File: src/rtl/cmp_chan_pkg.sv
package cmp_chan_pkg;

    localparam int CTRL_W = 32;
    localparam int HIST_W = 5;
    localparam int CNT_W  = $clog2(HIST_W + 1);

    typedef enum logic [1:0] {
        IRQ_ANY  = 2'd0,
        IRQ_RISE = 2'd1,
        IRQ_FALL = 2'd2,
        IRQ_EOC  = 2'd3
    } irq_sel_e;

    typedef enum logic [1:0] {
        ROUTE_OFF   = 2'd0,
        ROUTE_ASYNC = 2'd1,
        ROUTE_SYNC  = 2'd2,
        ROUTE_RSVD  = 2'd3
    } route_e;

    typedef struct packed {
        logic       en;
        logic       single;
        irq_sel_e   sel;
        logic       swap;
        logic [2:0] flen;
        route_e     route;
        logic [2:0] neg;
        logic [2:0] pos;
        logic [1:0] speed;
        logic       hyst;
        logic       stby;
    } cfg_t;

    typedef struct packed {
        logic             busy;
        logic [CNT_W-1:0] cnt;
        logic             res;
        logic             valid;
        logic             irq;
        logic             done;
    } seq_st_t;

    function automatic cfg_t cfg_decode(input logic [CTRL_W-1:0] w);
        cfg_t c;
        c.en     = w[1];
        c.single = w[2];
        c.sel    = irq_sel_e'(w[4:3]);
        c.swap   = w[15];
        c.flen   = w[26:24];
        c.route  = route_e'(w[29:28]);
        c.neg    = w[10:8];
        c.pos    = w[14:12];
        c.speed  = w[17:16];
        c.hyst   = w[19];
        c.stby   = w[6];
        return c;
    endfunction

    // Number of samples the vote looks at; reserved codes use a window of one.
    function automatic logic [CNT_W-1:0] win_of(input logic [2:0] flen);
        case (flen)
            3'd1:    return CNT_W'(3);
            3'd2:    return CNT_W'(5);
            default: return CNT_W'(1);
        endcase
    endfunction

endpackage

File: src/rtl/cmp_sync.sv
module cmp_sync #(
    parameter int STAGES = 2
) (
    input  logic clk,
    input  logic rst_n,
    input  logic d_async,
    output logic q_sync
);
    logic [STAGES-1:0] chain_d, chain_q;

    generate
        if (STAGES == 1) begin : g_single
            always_comb chain_d = d_async;
        end else begin : g_multi
            always_comb chain_d = {chain_q[STAGES-2:0], d_async};
        end
    endgenerate

    always_ff @(posedge clk or negedge rst_n) begin
        if (!rst_n) chain_q <= '0;
        else        chain_q <= chain_d;
    end

    assign q_sync = chain_q[STAGES-1];
endmodule

File: src/rtl/cmp_maj_filter.sv
module cmp_maj_filter
    import cmp_chan_pkg::*;
(
    input  logic       clk,
    input  logic       rst_n,
    input  logic       clear,
    input  logic       shift,
    input  logic       din,
    input  logic [2:0] flen,
    output logic       vote
);
    localparam int ONES_W = $clog2(HIST_W + 1);

    logic [HIST_W-1:0] hist_d, hist_q;
    logic [ONES_W-1:0] ones3, ones5;

    always_comb begin
        hist_d = hist_q;
        if (clear)      hist_d = '0;
        else if (shift) hist_d = {hist_q[HIST_W-2:0], din};
    end

    always_ff @(posedge clk or negedge rst_n) begin
        if (!rst_n) hist_q <= '0;
        else        hist_q <= hist_d;
    end

    always_comb begin
        ones3 = ONES_W'($countones(hist_q[2:0]));
        ones5 = ONES_W'($countones(hist_q[4:0]));
        case (flen)
            3'd1:    vote = (ones3 >= ONES_W'(2));
            3'd2:    vote = (ones5 >= ONES_W'(3));
            default: vote = hist_q[0];
        endcase
    end
endmodule

File: src/rtl/cmp_chan_seq.sv
module cmp_chan_seq
    import cmp_chan_pkg::*;
(
    input  logic clk,
    input  logic rst_n,
    input  cfg_t cfg,
    input  logic vote,
    input  logic start,
    input  logic irq_clr,
    output logic hist_clear,
    output logic hist_shift,
    output logic result,
    output logic ready,
    output logic done,
    output logic irq
);
    seq_st_t          st_d, st_q;
    logic [CNT_W-1:0] win;
    logic             full;
    logic             upd;
    logic             eoc;
    logic             ev;

    always_comb begin
        win        = win_of(cfg.flen);
        full       = (st_q.cnt >= win);
        st_d       = st_q;
        st_d.done  = 1'b0;
        upd        = 1'b0;
        eoc        = 1'b0;
        ev         = 1'b0;
        hist_clear = 1'b0;
        hist_shift = 1'b0;

        if (!cfg.en) begin
            st_d.busy  = 1'b0;
            st_d.cnt   = '0;
            st_d.res   = 1'b0;
            st_d.valid = 1'b0;
            hist_clear = 1'b1;
        end else if (!cfg.single) begin
            st_d.busy  = 1'b0;
            hist_shift = 1'b1;
            if (st_q.cnt < CNT_W'(HIST_W)) st_d.cnt = st_q.cnt + 1'b1;
            upd = full;
        end else if (st_q.busy) begin
            if (full) begin
                upd       = 1'b1;
                eoc       = 1'b1;
                st_d.done = 1'b1;
                st_d.busy = 1'b0;
            end else begin
                hist_shift = 1'b1;
                st_d.cnt   = st_q.cnt + 1'b1;
            end
        end else if (start) begin
            st_d.busy = 1'b1;
            st_d.cnt  = '0;
        end

        if (upd) begin
            if (st_q.valid && (vote != st_q.res)) begin
                case (cfg.sel)
                    IRQ_ANY:  ev = 1'b1;
                    IRQ_RISE: ev = vote;
                    IRQ_FALL: ev = ~vote;
                    default:  ev = 1'b0;
                endcase
            end
            st_d.res   = vote;
            st_d.valid = 1'b1;
        end
        if (eoc && (cfg.sel == IRQ_EOC)) ev = 1'b1;

        st_d.irq = ev | (st_q.irq & ~irq_clr);
    end

    always_ff @(posedge clk or negedge rst_n) begin
        if (!rst_n) st_q <= '0;
        else        st_q <= st_d;
    end

    assign result = st_q.res;
    assign ready  = cfg.en & full;
    assign done   = st_q.done;
    assign irq    = st_q.irq;
endmodule

File: src/rtl/cmp_chan_ctrl.sv
module cmp_chan_ctrl
    import cmp_chan_pkg::*;
#(
    parameter int SYNC_STAGES = 2
) (
    input  logic              clk,
    input  logic              rst_n,
    input  logic [CTRL_W-1:0] ctrl_word,
    input  logic              cmp_raw,
    input  logic              ss_start,
    input  logic              irq_clr,
    output logic              cmp_result,
    output logic              cmp_ready,
    output logic              ss_done,
    output logic              cmp_irq,
    output logic              pin_out,
    output logic [2:0]        neg_sel,
    output logic [2:0]        pos_sel,
    output logic [1:0]        speed_sel,
    output logic              hyst_en,
    output logic              stby_run
);
    cfg_t cfg_d, cfg_q;
    logic cmp_cond;
    logic cmp_synced;
    logic vote;
    logic hist_clear;
    logic hist_shift;
    logic unused_ctrl_bits;

    always_comb cfg_d = cfg_decode(ctrl_word);

    always_ff @(posedge clk or negedge rst_n) begin
        if (!rst_n) cfg_q <= '0;
        else        cfg_q <= cfg_d;
    end

    assign unused_ctrl_bits = ^{ctrl_word[0], ctrl_word[5], ctrl_word[7], ctrl_word[11],
                                ctrl_word[18], ctrl_word[23:20], ctrl_word[27],
                                ctrl_word[31:30]};

    // Swap inverts the decision ahead of both output paths.
    assign cmp_cond = cmp_raw ^ cfg_q.swap;

    cmp_sync #(.STAGES(SYNC_STAGES)) u_sync (
        .clk     (clk),
        .rst_n   (rst_n),
        .d_async (cmp_cond),
        .q_sync  (cmp_synced)
    );

    cmp_maj_filter u_filt (
        .clk   (clk),
        .rst_n (rst_n),
        .clear (hist_clear),
        .shift (hist_shift),
        .din   (cmp_synced),
        .flen  (cfg_q.flen),
        .vote  (vote)
    );

    cmp_chan_seq u_seq (
        .clk        (clk),
        .rst_n      (rst_n),
        .cfg        (cfg_q),
        .vote       (vote),
        .start      (ss_start),
        .irq_clr    (irq_clr),
        .hist_clear (hist_clear),
        .hist_shift (hist_shift),
        .result     (cmp_result),
        .ready      (cmp_ready),
        .done       (ss_done),
        .irq        (cmp_irq)
    );

    always_comb begin
        case (cfg_q.route)
            ROUTE_ASYNC: pin_out = cmp_cond;
            ROUTE_SYNC:  pin_out = cmp_result;
            default:     pin_out = 1'b0;
        endcase
    end

    assign neg_sel   = cfg_q.neg;
    assign pos_sel   = cfg_q.pos;
    assign speed_sel = cfg_q.speed;
    assign hyst_en   = cfg_q.hyst;
    assign stby_run  = cfg_q.stby;
endmodule

File: config.mk
export PLATFORM = sky130hd
export DESIGN_NAME = cmp_chan_ctrl
export DESIGN_NICKNAME = d
export VERILOG_FILES = /design/src/rtl/cmp_chan_pkg.sv /design/src/rtl/cmp_sync.sv /design/src/rtl/cmp_maj_filter.sv /design/src/rtl/cmp_chan_seq.sv /design/src/rtl/cmp_chan_ctrl.sv
export SDC_FILE = /design/constraint.sdc
export NUM_CORES = 1
export LEC_CHECK = 0
export BUFFER_PORTS_ARGS = -buffer_cell sky130_fd_sc_hd__buf_2
export CAP_MARGIN = 20
export CORE_MARGIN = 1.5
export CORE_UTILIZATION = 35
export CTS_BUF_LIST = sky130_fd_sc_hd__clkbuf_2
export DETAILED_ROUTE_END_ITERATION = 12
export PLACE_DENSITY = 0.64
export SYNTH_ARGS = -nofsm -noshare
export SYNTH_HDL_FRONTEND = slang
export SYNTH_HIERARCHICAL = 1
export SYNTH_SLANG_ARGS = --single-unit
File: constraint.sdc
create_clock -name clk -period 3.35 [get_ports clk]
set_input_delay 0.5025 -clock clk [delete_from_list [all_inputs] [get_ports clk]]
set_output_delay 0.5025 -clock clk [all_outputs]
set_load 0.005 [all_outputs]
==> flow_metrics.env, run 1 <==
export IMPL_status="finished, final reports clean"
export IMPL_die_area_um2=4710
export IMPL_slew_viol_final=0
export IMPL_worstSetupPathType="register to register"
export IMPL_die_width_um=68.6
export IMPL_clkLatencyLatePin_ns=0.38
export IMPL_yosys_warnings=6
export IMPL_nFillCells=388
export IMPL_required_ns=3.63
export IMPL_place_congestion=0.763
export IMPL_ios=52
export IMPL_syn_area_per_cell_um2=12.3
export IMPL_cts_sinks=35
export IMPL_grt_pass1_wl_um=4280
export IMPL_postRouteAntennaNets=0
export IMPL_seq_power_share_pct=56.8
export IMPL_clk_pin_slew_worst_paths_ns=0.19
export IMPL_path_cells="ha_4, fa_1, ha_1, fa_1, or4b_1, a21oi_1, nor3_1, nor3b_1, o21ai_1, nor3_1, a311o_1"
export IMPL_vias=977
export IMPL_rows=23
export IMPL_drt_iter0_drc=20
export IMPL_grt_max_degree=36
export IMPL_syn_area_um2=1510
export IMPL_finalCriticalPeriod_ns=3.18
export IMPL_io_buffers=39
export IMPL_stdcell_count=211
export IMPL_power_density_nw_per_um2=450
export IMPL_met3_usage_pct=4.06
export IMPL_initial_utilization_pct=37.1
export IMPL_end_kind="register"
export IMPL_relSlewSlack_pct=50.2
export IMPL_worst_r2r_endpoint="u_seq/irq"
export IMPL_ys_types=30
export IMPL_syn_inst=122
export IMPL_final_setup_viol_count=0
export IMPL_routed_wl_um=2740
export IMPL_cts_tree="built"
export IMPL_slowest_delay_ns=0.49
export IMPL_period_share_pct=94.9
export IMPL_worst_slew_pin_slew_ns=0.747
export IMPL_crit_end="u_seq/irq"
export IMPL_rsz0062_at_grt="no"
export IMPL_crit_fanout=4
export IMPL_clock_path_buffers=2
export IMPL_worst_ir_drop_vdd_uv=267
export IMPL_cellInternalPower_w=0.000609
export IMPL_arrival_ns=3.46
export IMPL_diodes=0
export IMPL_wl_per_cell_um=13.0
export IMPL_start_kind="register"
export IMPL_cp_slowest_cell="dfrtp_2"
export IMPL_die_h_um=68.6
export IMPL_drc=0
export IMPL_power_leakage_nw=0.916
export IMPL_final_hold_viol_count=0
export IMPL_ys_seq_area_share_pct=58.1
export IMPL_synth_edf_count=0
export IMPL_tritoncts_num_buffers=5
export IMPL_fin_worst_skew_ns=0.0300
export IMPL_busiest_layer="met2"
export IMPL_clkPwrFrac_pct=32.9
export IMPL_grt_pass1_vias=952
export IMPL_grt_use_met1_pct=13.9
export IMPL_cts_hold_fix_buffers=0
export IMPL_syn_nets=168
export IMPL_synth_seq_cells=35
export IMPL_vias_per_cell=4.63
export IMPL_grt_usage_pct=12.9
export IMPL_rr_worst_depth=11
export IMPL_comb_power_share_pct=10.3
export IMPL_p_sw_share_pct=24.4
export IMPL_yosys_most_used_dff="dfrtp_1"
export IMPL_antenna_found_initial=0
export IMPL_crit_start="u_filt/hist_q[0]"
export IMPL_htree_levels=2
export IMPL_grt_use_met2_pct=22.0
export IMPL_drv_cap=0
export IMPL_first_pass_iters=4
export IMPL_fin_nets=206
export IMPL_reg2reg_slack_ns=0.17
export IMPL_switching_power_w=0.000197
export IMPL_grt_overflow_total=0
export IMPL_min_path_type="primary input to asynchronous set/reset pin"
export IMPL_core_area_um2=4060
export IMPL_p_total_w=0.000806
export IMPL_place_detailed_hpwl_um=2110
export IMPL_drive_above_1_share_pct=35.4
export IMPL_dp_cells=202
export IMPL_area_growth_synth_to_final_pct=18.9
export IMPL_ys_async_sr_fraction_pct=100
export IMPL_clock_root_buffer="clkbuf_2"
export IMPL_rr_startpoint="u_filt/hist_q[0]"
export IMPL_fmax_mhz=315
export IMPL_tns_ns=0
how the worst min path moves through the flow:
stage / from / to / cells after the start
floorplan: rst_n / cfg_q[10] / 0
global placement: u_sync/chain_q[0] / u_sync/chain_q[1] / 0
detailed placement: u_sync/chain_q[0] / u_sync/chain_q[1] / 0
CTS: rst_n / u_seq/result / 1
global route: ctrl_word[12] / pos_sel[0] / 1
finish: rst_n / u_filt/hist_q[0] / 1
power groups by stage:
| stage | Combinational [W] | Sequential (W) | Clock (W) |
|---|---|---|---|
| after floorplan | 0.0000505 | 0.000462 | 0 |
| after global placement | 0.0000779 | 0.000464 | 0 |
| after detailed placement | 0.0000830 | 0.000465 | 0 |
| after CTS | 0.0000830 | 0.000457 | 0.000279 |
| after global routing | 0.0000950 | 0.000461 | 0.000300 |
| final | 0.0000831 | 0.000458 | 0.000265 |
metrics by stage:
stage                     util, %  setup WS [ns]  instance area (µm²)  hold slack (ns)
final                        44.1          0.171                 1790            0.150
after global routing         44.1         0.0358                 1790            0.148
after CTS                    43.6         0.0827                 1770            0.159
after detailed placement     41.9          0.122                 1700            0.336
after global placement       41.9          0.187                 1700            0.334
after floorplan                 -          0.333                 1510            0.207
registers in the layout, summed over array words and instances, names as in the netlist:
name,cells
u_seq/result,1
u_filt/hist_q,5
neg_sel,3
u_seq/done,1
cfg_q,10
speed_sel,2
pos_sel,3
hyst_en,1
u_sync/chain_q,2
u_seq/st_q,5
stby_run,1
u_seq/irq,1
cell type report:
cell class	instances	area [µm²]	area share [%]
sequential	35	877	49.0
multi-input combinational	70	549	30.7
timing repair buffer	40	203	11.3
tap	50	62.6	3.49
clock inverter	3	43.8	2.45
inverter	8	30.0	1.68
clock buffer	5	25.0	1.40
cell usage after synthesis, types with 2 or more instances:
cell type | n | area [µm²]
nor3b_1 | 3 | 22.5
xor2_1 | 2 | 17.5
o21ai_0 | 3 | 15.0
nor2_1 | 13 | 48.8
buf_4 | 8 | 60.1
inv_1 | 8 | 30.0
nor3_1 | 4 | 20.0
mux2i_1 | 5 | 50.1
dfrtp_1 | 35 | 876
a21o_1 | 2 | 15.0
nor2b_1 | 5 | 31.3
a21oi_1 | 5 | 25.0
fa_1 | 2 | 40.0
mux2_2 | 2 | 22.5
or4b_1 | 2 | 20.0
ha_1 | 7 | 87.6
nand2_1 | 3 | 11.3
per-layer routing:
metal	vias up	wire (µm)
li1	482	-
met1	464	1080
met2	24	1490
met3	7	93
met4	0	78
met5	-	0
worst max-delay path: cells and delay by family, from the launching register on:
family / cells / cell delay [ns]
DFF: 1 / 0.49
adders and majority gates: 4 / 1.24
and+or+nand+nor: 4 / 0.76
AOI/OAI and AO/OA: 3 / 0.56
placed cells by master (no fill, tap or decap):
master      n
o21ai_1     2
fa_1        2
bufinv_16   1
a21o_1      2
nor3b_1     3
nor2_2      1
o41a_1      1
a311o_1     1
a32o_1      1
nor2b_1     5
nor2_1     13
or4b_1      2
clkbuf_2    5
ha_1        6
xor2_1      2
clkinv_2    1
nor3b_4     1
or3b_1      1
clkinv_4    1
o211ai_1    1
mux2_2      2
or3b_2      1
ha_4        1
dfrtp_2     1
buf_2      39
buf_4       1
a21oi_1     5
o21ai_0     2
nand3_1     1
dfrtp_1    34
mux2i_1     5
a21oi_2     1
nand2_1     3
nor3_1      4
inv_1       8
nor3_2      1
cells by family (layout without fill, tap and decap cells):
group	after synthesis	in the layout	synth area share [%]
buffers and inverters	17	56	6.23
flip-flops	35	35	58.1
AO/OA/AOI/OAI	16	16	7.14
multiplexers	7	7	4.82
AND/OR/NAND/NOR	36	36	14.0
XOR/XNOR	2	2	1.16
adder cells (fa/ha/maj)	9	9	8.47
what timing repair did:
action | CTS | global route
resized for setup | 0 | 3
hold endpoints to repair | 0 | 0
setup buffers | 0 | 1
endpoints found under the setup margin | 0 | 1
(Power assumes the default switching activity.)
==> inputs of run 2 (changes only) <==
--- a/config.mk
+++ b/config.mk
@@ -7,9 +7,9 @@
 export LEC_CHECK = 0
 export BUFFER_PORTS_ARGS = -buffer_cell sky130_fd_sc_hd__buf_2
 export CAP_MARGIN = 20
-export CORE_MARGIN = 1.5
+export CORE_MARGIN = 10
 export CORE_UTILIZATION = 35
-export CTS_BUF_LIST = sky130_fd_sc_hd__clkbuf_2
+export CTS_BUF_LIST = sky130_fd_sc_hd__clkbuf_2 sky130_fd_sc_hd__clkbuf_4 sky130_fd_sc_hd__clkbuf_8
 export DETAILED_ROUTE_END_ITERATION = 12
 export PLACE_DENSITY = 0.64
 export SYNTH_ARGS = -nofsm -noshare
==> run 2 against run 1 <==
Effect of this change: clock power is 11% higher; flip-flop and latch count did not move; non-clock buffer count up 1; sequential share of layout area decreased by 0.78 points; design area grew 1.5%; fmax increased by 2.0%; critical endpoint unchanged; highest routed layer unchanged.
==> flow_metrics.env, run 2 (synthesized netlist as in run 1, its figures left out) <==
export IMPL_end_kind="register"
export IMPL_status="finished, final reports clean"
export IMPL_place_congestion=0.783
export IMPL_m1WireLength_um=1020
export IMPL_wl_per_cell_um=13.5
export IMPL_initial_utilization_pct=36.9
export IMPL_vias=968
export IMPL_grt_pass1_vias=1082
export IMPL_die_width_um=85.6
export IMPL_clk_pin_slew_worst_paths_ns=0.07
export IMPL_wl_met3_um=86
export IMPL_rsz0062_at_grt="no"
export IMPL_drc=0
export IMPL_antenna_found_initial=0
export IMPL_place_detailed_hpwl_um=2270
export IMPL_min_path_type="primary input to asynchronous set/reset pin"
export IMPL_first_pass_iters=4
export IMPL_period_share_pct=93.0
export IMPL_fin_nets=207
export IMPL_grt_max_degree=36
export IMPL_die_area_um2=7330
export IMPL_drv_cap=0
export IMPL_tns_ns=0
export IMPL_drt_iter0_drc=58
export IMPL_htree_levels=2
export IMPL_grt_pass1_wl_um=4960
export IMPL_routed_wl_um=2860
export IMPL_relSlewSlack_pct=51.3
export IMPL_required_ns=3.52
export IMPL_diodes=0
export IMPL_crit_end="u_seq/irq"
export IMPL_cts_sinks=35
export IMPL_worst_r2r_endpoint="u_seq/irq"
export IMPL_rr_worst_depth=11
export IMPL_clock_path_buffers=2
export IMPL_fmax_mhz=321
export IMPL_crit_start="u_filt/hist_q[0]"
export IMPL_hold_slack_ns=0.272
export IMPL_worstSetupPathType="register to register"
export IMPL_rr_startpoint="u_filt/hist_q[0]"
export IMPL_core_area_um2=4090
export IMPL_top_regs="cfg_q x10, u_filt/hist_q x5, u_seq/st_q x5"
export IMPL_arrival_ns=3.29
export IMPL_dr_wl_met2_um=1660
export IMPL_routed_top_layer="met4"
export IMPL_grt_overflow_total=0
export IMPL_power_leakage_nw=0.920
export IMPL_reg2reg_slack_ns=0.23
export IMPL_layout_common_cells="39 x buf_2, 35 x dfrtp_1, 13 x nor2_1"
export IMPL_worst_ir_drop_vdd_uv=260
export IMPL_cts_tree="built"
export IMPL_rows=23
export IMPL_slew_viol_final=0
export IMPL_fin_worst_skew_ns=0.00741
export IMPL_final_hold_viol_count=0
export IMPL_start_kind="register"
export IMPL_io_buffers=39
export IMPL_area_growth_synth_to_final_pct=20.6
export IMPL_nFillCells=405
export IMPL_clkLatencyLatePin_ns=0.29
export IMPL_tritoncts_num_buffers=5
export IMPL_die_h_um=85.6
export IMPL_grt_usage_pct=8.59
export IMPL_top_register="cfg_q"
export IMPL_final_setup_viol_count=0
export IMPL_worst_slew_pin_slew_ns=0.731
export IMPL_largest_register_ffs=10
export IMPL_drive_above_1_share_pct=35.2
export IMPL_finalCriticalPeriod_ns=3.12
export IMPL_final_common_cell="buf_2"
export IMPL_power_density_nw_per_um2=459
export IMPL_postRouteAntennaNets=0
export IMPL_cts_hold_fix_buffers=0
export IMPL_crit_fanout=4
export IMPL_vias_per_cell=4.57
export IMPL_ios=52
export IMPL_clock_root_buffer="clkbuf_8"
run 2: cell type report:
class,count,area [µm²],share of cell area [%]
Timing Repair Buffer,41,210,11.6
Sequential cell,35,876,48.2
Inverter,8,30.0,1.65
Tap cell,50,62.6,3.44
Multi-Input combinational cell,70,549,30.2
Clock inverter,3,20.0,1.10
Clock buffer,5,68.8,3.79
run 2: metal layers:
metal / track usage [%] / vias to the layer above
li1: - / 483
met1: 7.45 / 462
met2: 16.0 / 16
met3: 2.84 / 7
met4: 6.29 / 0
met5: 0 / -
run 2: worst max-delay path, stage by stage (launching register included):
cell and delay [ns]:
dfrtp_1 0.45, ha_4 0.30, fa_1 0.41, ha_1 0.20, fa_1 0.34, or4b_1 0.46
a21oi_1 0.13, nor3_1 0.10, nor3b_1 0.15, o21ai_1 0.13, nor3_1 0.05, a311o_1 0.28
run 2: how the worst min path moves through the flow:
stage,slack (ns),end,cells past startpoint
after detailed placement,0.34,u_sync/chain_q[1],0
after floorplan,0.21,cfg_q[10],0
after global routing,0.28,neg_sel[2],1
final,0.27,u_seq/irq,1
after global placement,0.33,u_sync/chain_q[1],0
after CTS,0.29,u_filt/hist_q[0],1
run 2: stage by stage:
step	worst slack [ns]	utilization [%]	cell area [µm²]	std cells	total power, W
finish	0.233	44.5	1820	212	0.000834
CTS	0.108	43.8	1790	210	0.000846
detailed placement	0.119	41.6	1700	202	0.000547
floorplan	0.333	-	1510	122	0.000512
global placement	0.183	41.6	1700	202	0.000543
global route	0.0490	44.5	1820	212	0.000892
run 2: where the power goes:
group	switching [W]	total, W	internal (W)
clock	0.000149	0.000293	0.000144
sequential	0.0000142	0.000457	0.000443
combinational	0.0000429	0.0000836	0.0000407
run 2: repair_timing:
item	CTS	global route
setup endpoints to repair	0	1
resized for setup	0	2
setup buffers	0	2
